--- src/rtl/ecc_fix_pkg.sv ---
package ecc_fix_pkg;

   typedef enum logic [1:0] {
      FIX_CLEAN    = 2'd0,
      FIX_REPAIRED = 2'd1,
      FIX_ECC_ONLY = 2'd2,
      FIX_UNCORR   = 2'd3
   } fix_res_t;

   typedef enum logic [1:0] {
      SQ_IDLE  = 2'd0,
      SQ_CLASS = 2'd1,
      SQ_READ  = 2'd2,
      SQ_WRITE = 2'd3
   } fix_state_t;

endpackage

--- src/rtl/syn_classifier.sv ---
module syn_classifier #(
   parameter int ECC_W = 24
) (
   input  logic [ECC_W-1:0] syn,
   input  logic [ECC_W-1:0] stored,
   input  logic             blank_en,
   output logic             is_zero,
   output logic             is_blank,
   output logic             pair_ok,
   output logic             single_bit
);
   localparam int NPAIR = ECC_W / 2;
   localparam int CNT_W = $clog2(ECC_W + 1);

   logic [NPAIR-1:0] pair_diff;
   logic [CNT_W-1:0] ones;

   generate
      for (genvar p = 0; p < NPAIR; p++) begin : g_pair
         assign pair_diff[p] = syn[2*p+1] ^ syn[2*p];
      end
   endgenerate

   always_comb begin
      ones = '0;
      for (int i = 0; i < ECC_W; i++)
         ones = ones + CNT_W'(syn[i]);
   end

   assign is_zero    = (syn == '0);
   assign is_blank   = blank_en && (stored == {ECC_W{1'b1}});
   assign pair_ok    = &pair_diff;
   assign single_bit = (ones == CNT_W'(1));

endmodule

--- src/rtl/err_locator.sv ---
module err_locator #(
   parameter int ADDR_W = 9,
   parameter int BYTE_W = 8
) (
   input  logic [ADDR_W+$clog2(BYTE_W)-1:0] loc,
   output logic [ADDR_W-1:0]                byte_idx,
   output logic [BYTE_W-1:0]                flip_mask
);
   localparam int BIT_W = $clog2(BYTE_W);

   logic [BIT_W-1:0] bit_idx;

   assign byte_idx = loc[ADDR_W-1:0];
   assign bit_idx  = loc[ADDR_W+BIT_W-1:ADDR_W];

   generate
      for (genvar g = 0; g < BYTE_W; g++) begin : g_dec
         assign flip_mask[g] = (bit_idx == BIT_W'(g));
      end
   endgenerate

endmodule

--- src/rtl/fix_sequencer.sv ---
module fix_sequencer
   import ecc_fix_pkg::*;
(
   input  logic     clk,
   input  logic     rst_n,
   input  logic     start,
   input  logic     is_zero,
   input  logic     is_blank,
   input  logic     pair_ok,
   input  logic     single_bit,
   output logic     accept,
   output logic     rd_en,
   output logic     wr_en,
   output logic     done,
   output fix_res_t result
);
   fix_state_t state_q;
   logic       done_q;
   fix_res_t   res_q;

   assign accept = (state_q == SQ_IDLE) && start;
   assign rd_en  = (state_q == SQ_READ);
   assign wr_en  = (state_q == SQ_WRITE);
   assign done   = done_q;
   assign result = res_q;

   always_ff @(posedge clk or negedge rst_n) begin
      if (!rst_n) begin
         state_q <= SQ_IDLE;
         done_q  <= 1'b0;
         res_q   <= FIX_CLEAN;
      end else begin
         done_q <= 1'b0;
         unique case (state_q)
            SQ_IDLE: if (start) state_q <= SQ_CLASS;
            SQ_CLASS: begin
               if (is_zero || is_blank) begin
                  res_q <= FIX_CLEAN;   done_q <= 1'b1; state_q <= SQ_IDLE;
               end else if (pair_ok) begin
                  state_q <= SQ_READ;
               end else if (single_bit) begin
                  res_q <= FIX_ECC_ONLY; done_q <= 1'b1; state_q <= SQ_IDLE;
               end else begin
                  res_q <= FIX_UNCORR;  done_q <= 1'b1; state_q <= SQ_IDLE;
               end
            end
            SQ_READ:  state_q <= SQ_WRITE;
            SQ_WRITE: begin
               res_q   <= FIX_REPAIRED;
               done_q  <= 1'b1;
               state_q <= SQ_IDLE;
            end
            default:  state_q <= SQ_IDLE;
         endcase
      end
   end

endmodule

--- src/rtl/ecc_syndrome_fixer.sv ---
module ecc_syndrome_fixer
   import ecc_fix_pkg::*;
#(
   parameter int ADDR_W    = 9,
   parameter int BYTE_W    = 8,
   parameter int ECC_BYTES = 3,
   localparam int ECC_W    = ECC_BYTES * BYTE_W
) (
   input  logic              clk,
   input  logic              rst_n,
   input  logic              start,
   input  logic              ignore_blank,
   input  logic [ECC_W-1:0]  ecc_stored,
   input  logic [ECC_W-1:0]  ecc_calc,
   output logic [ADDR_W-1:0] buf_addr,
   output logic              buf_rd_en,
   input  logic [BYTE_W-1:0] buf_rdata,
   output logic              buf_wr_en,
   output logic [BYTE_W-1:0] buf_wdata,
   output logic              done,
   output logic [1:0]        result
);
   localparam int BIT_W = $clog2(BYTE_W);
   localparam int NPAIR = ECC_W / 2;
   localparam int LOC_W = ADDR_W + BIT_W;

   generate
      if (NPAIR != LOC_W) begin : g_bad_geom
         $error("ecc_syndrome_fixer: syndrome pairs must equal address plus bit index width");
      end
      if ((1 << BIT_W) != BYTE_W) begin : g_bad_byte
         $error("ecc_syndrome_fixer: BYTE_W must be a power of two");
      end
   endgenerate

   logic [ECC_W-1:0]  syn_q, stored_q;
   logic              blank_q;
   logic              accept;
   logic              is_zero, is_blank, pair_ok, single_bit;
   logic [LOC_W-1:0]  loc;
   logic [BYTE_W-1:0] flip_mask;
   fix_res_t          res;

   always_ff @(posedge clk or negedge rst_n) begin
      if (!rst_n) begin
         syn_q    <= '0;
         stored_q <= '0;
         blank_q  <= 1'b0;
      end else if (accept) begin
         syn_q    <= ecc_stored ^ ecc_calc;
         stored_q <= ecc_stored;
         blank_q  <= ignore_blank;
      end
   end

   generate
      for (genvar p = 0; p < NPAIR; p++) begin : g_odd
         assign loc[p] = syn_q[2*p+1];
      end
   endgenerate

   syn_classifier #(.ECC_W(ECC_W)) cls_i (
      .syn        (syn_q),
      .stored     (stored_q),
      .blank_en   (blank_q),
      .is_zero    (is_zero),
      .is_blank   (is_blank),
      .pair_ok    (pair_ok),
      .single_bit (single_bit)
   );

   err_locator #(.ADDR_W(ADDR_W), .BYTE_W(BYTE_W)) loc_i (
      .loc       (loc),
      .byte_idx  (buf_addr),
      .flip_mask (flip_mask)
   );

   fix_sequencer seq_i (
      .clk        (clk),
      .rst_n      (rst_n),
      .start      (start),
      .is_zero    (is_zero),
      .is_blank   (is_blank),
      .pair_ok    (pair_ok),
      .single_bit (single_bit),
      .accept     (accept),
      .rd_en      (buf_rd_en),
      .wr_en      (buf_wr_en),
      .done       (done),
      .result     (res)
   );

   assign buf_wdata = buf_rdata ^ flip_mask;
   assign result    = res;

endmodule

--- config.mk ---
export PLATFORM = sky130hd
export DESIGN_NAME = ecc_syndrome_fixer
export DESIGN_NICKNAME = d
export VERILOG_FILES = /design/src/rtl/ecc_fix_pkg.sv /design/src/rtl/syn_classifier.sv /design/src/rtl/err_locator.sv /design/src/rtl/fix_sequencer.sv /design/src/rtl/ecc_syndrome_fixer.sv
export SDC_FILE = /design/constraint.sdc
export NUM_CORES = 1
export LEC_CHECK = 0
export ABC_AREA = 1
export CORE_AREA = 2 2 89 91
export CTS_CLUSTER_DIAMETER = 50
export DETAILED_ROUTE_END_ITERATION = 16
export DIE_AREA = 0 0 91 93
export HOLD_SLACK_MARGIN = 0.06
export PLACE_DENSITY_LB_ADDON = 0.12
export SYNTH_ARGS = -nofsm -noshare
export SYNTH_HDL_FRONTEND = slang
export SYNTH_HIERARCHICAL = 1
export SYNTH_SLANG_ARGS = --single-unit
--- constraint.sdc ---
create_clock -name clk -period 5.26 [get_ports clk]
set_input_delay 1.052 -clock clk [delete_from_list [all_inputs] [get_ports clk]]
set_output_delay 1.052 -clock clk [all_outputs]
set_load 0.03 [all_outputs]
==> flow_summary.json <==
{
  "status": "finished clean",
  "critPathLaunchType": "flop",
  "post-route-cell-area_um2": 4580,
  "floorplan.rows": 32,
  "synth_cell_type_count": 23,
  "grt_max_degree": 74,
  "via_count": 2935,
  "syn_area_um2": 3700,
  "critPathArrivalTime_ps": 4630,
  "final_util_pct": 60.8,
  "die_height_um": 93,
  "clk_latency_ps": 310,
  "rrSetupSlack_ps": 840,
  "area_growth_pct": 23.8,
  "synth_cells": 466,
  "drv_cap": 0,
  "fill_cells": 707,
  "post_cts_buffers": 0,
  "root_buffer": "clkbuf_8",
  "tightest_slew_ps": 694,
  "totalWireLength_mm": 7.51,
  "crit_path_end_kind": "flop",
  "dpl_cell_area_um2": 4480,
  "numPlacedInstances": 633,
  "drc": 0,
  "die_w_um": 91,
  "worst_slack_ps": 835,
  "skew_ps": 4.92,
  "finalCritPeriodShare_pct": 84.1,
  "n_antenna_cell": 0,
  "setup_violations": 0,
  "clk_path_buf_depth": 2,
  "synthFlopType": "dfrtp_1",
  "cts_resized": 0,
  "synth_area_per_cell_um2": 7.93,
  "ys_ff_latch": 54,
  "synth_top_area_cell": "dfrtp_1",
  "clk_pin_slew_ps": 100,
  "min_period_ps": 4420,
  "place_hpwl_mm": 5.96,
  "wire_per_inst_um": 11.7,
  "cts.sinks": 54,
  "grt_use_total_pct": 19.3,
  "die-area_um2": 8460,
  "place_ws_ps": 860,
  "yosys-top-cells-count": "150 x nand2_1, 109 x inv_1, 54 x dfrtp_1",
  "cts_tree": "yes",
  "relSlewSlack_pct": 53.7,
  "synth.most_common_cell": "nand2_1",
  "max_freq_mhz": 226,
  "vdd_drop_max_mv": 0.322,
  "ios": 82,
  "power_mw": 1.87,
  "worstPathMaxFanout": 3,
  "synth_fp_nets": 561,
  "cts_buffers": 5,
  "antenna_found_initial": 0,
  "powerDensity_nw_per_um2": 409,
  "grt_pass1_wl_mm": 13.1,
  "yosys-top-cells-area": "dfrtp_1 37%, nand2_1 15%, inv_1 11%",
  "portBuffers": 81,
  "initialDrtViolationCount": 92,
  "final_cells": 641,
  "initial_core_util_pct": 49.1,
  "nNetsFinal": 633,
  "rsz0062_at_grt": "false",
  "vias_per_cell": 4.58,
  "gr-total-overflow": 0,
  "ant_nets": 0,
  "cts_htree_levels": 2,
  "ys_async_sr_fraction_pct": 100,
  "tns_ps": 0,
  "ys_warn_count": 6,
  "synth_enable_flop_cells": 0,
  "holdCritPathClass": "reg2reg",
  "core-area_um2": 7530,
  "drtPass1Iterations": 4,
  "worst_hold_slack_ps": 489,
  "cts-hold-fix-buffers": 0,
  "leakagePower_nw": 2.47,
  "maxSlewViolCount": 0,
  "grt_pass1_vias": 2884,
  "gp_congestion": 0.796,
  "required_ps": 5470,
  "yosysTopAreaCellShare_pct": 36.5,
  "yosysSeqAreaShare_pct": 36.5,
  "drive_above_1_share_pct": 8.35,
  "hold_viol": 0,
  "critPathKind": "reg2reg"
}
==> layer usage <==
metal,up-vias,track usage [%],part of all wire [%]
met1,1355,24.8,46
met3,4,4.75,5.1
met4,0,5.18,0.80
met5,-,0,0
li1,1521,-,-
met2,55,32.8,48
==> layout make-up <==
class                           instances  area (um2)  share of cell area (%)
Multi-Input combinational cell        281        1740                    38.1
Sequential cell                        54        1350                    29.5
Timing Repair Buffer                   84         828                    18.1
Inverter                              112         428                    9.35
Tap cell                              102         128                    2.79
Clock buffer                            5        68.8                    1.50
Clock inverter                          3        28.8                   0.629
==> report_power, final <==
group          switching [mW]  internal (mW)  leakage (nW)
combinational           0.619          0.483          1.76
clock                   0.151         0.0990        0.0502
sequential             0.0473          0.473         0.659
==> path summary, 6_finish.rpt <==
path,from,endpoint,depth (start not counted)
min,seq_i/result[0],seq_i/result[0],2
min reg2reg,seq_i/result[0],seq_i/result[0],2
max in group asynchronous,rst_n,asynchronous set/reset pin,2
min in group asynchronous,rst_n,stored_q[6],2
max reg2reg,syn_q[5],seq_i/result[0],18
max,syn_q[5],seq_i/result[0],18
==> cells by family (layout without fill, tap and decap cells) <==
kind of cell | count (synthesis) | after routing | synth area share, %
AO/OA/AOI/OAI | 27 | 27 | 6.19
XOR/XNOR | 8 | 8 | 1.90
adder cells (fa/ha/maj) | 35 | 35 | 15.3
buffers and inverters | 131 | 204 | 16.4
flip-flops | 54 | 54 | 36.5
AND/OR/NAND/NOR | 211 | 211 | 23.6
==> flip-flops by register name, indices dropped and copies added, names as in the netlist, named ones only <==
| signal | count |
|---|---|
| seq_i/state_q | 1 |
| stored_q | 24 |
| seq_i/done | 1 |
| blank_q | 1 |
| syn_q | 24 |
| seq_i/result | 2 |
==> critical path, cell delays in order (launching register included) <==
cell      delay (ps)
dfrtp_1          380
inv_1             80
fa_1             560
inv_1             60
fa_1             480
fa_1             510
fa_1             520
inv_1             50
fa_1             470
inv_1             40
ha_1             200
fa_1             420
nand3b_1         160
nor2_1           100
nand2_1           60
inv_1             50
inv_1             30
nand4_1           80
nand3_1           70
==> layout by cell type, fill, tap and decap left out <==
| cell type | n |
|---|---|
| nand3b_1 | 2 |
| nand3_1 | 28 |
| clkdlybuf4s50_1 | 80 |
| ha_1 | 18 |
| nor3_1 | 2 |
| nor2_2 | 2 |
| nor2_1 | 16 |
| inv_8 | 2 |
| o21ai_0 | 1 |
| nand4_1 | 7 |
| fa_1 | 17 |
| inv_2 | 2 |
| buf_2 | 1 |
| o21ai_2 | 24 |
| nand2_1 | 150 |
| a21oi_1 | 1 |
| nor2_4 | 1 |
| a31o_1 | 1 |
| clkinv_4 | 2 |
| buf_4 | 3 |
| xor2_1 | 8 |
| nor3_2 | 1 |
| nand2_2 | 2 |
| inv_1 | 109 |
| dfrtp_1 | 54 |
| clkbuf_8 | 5 |
No activity file was read; power rests on OpenSTA's default activity.
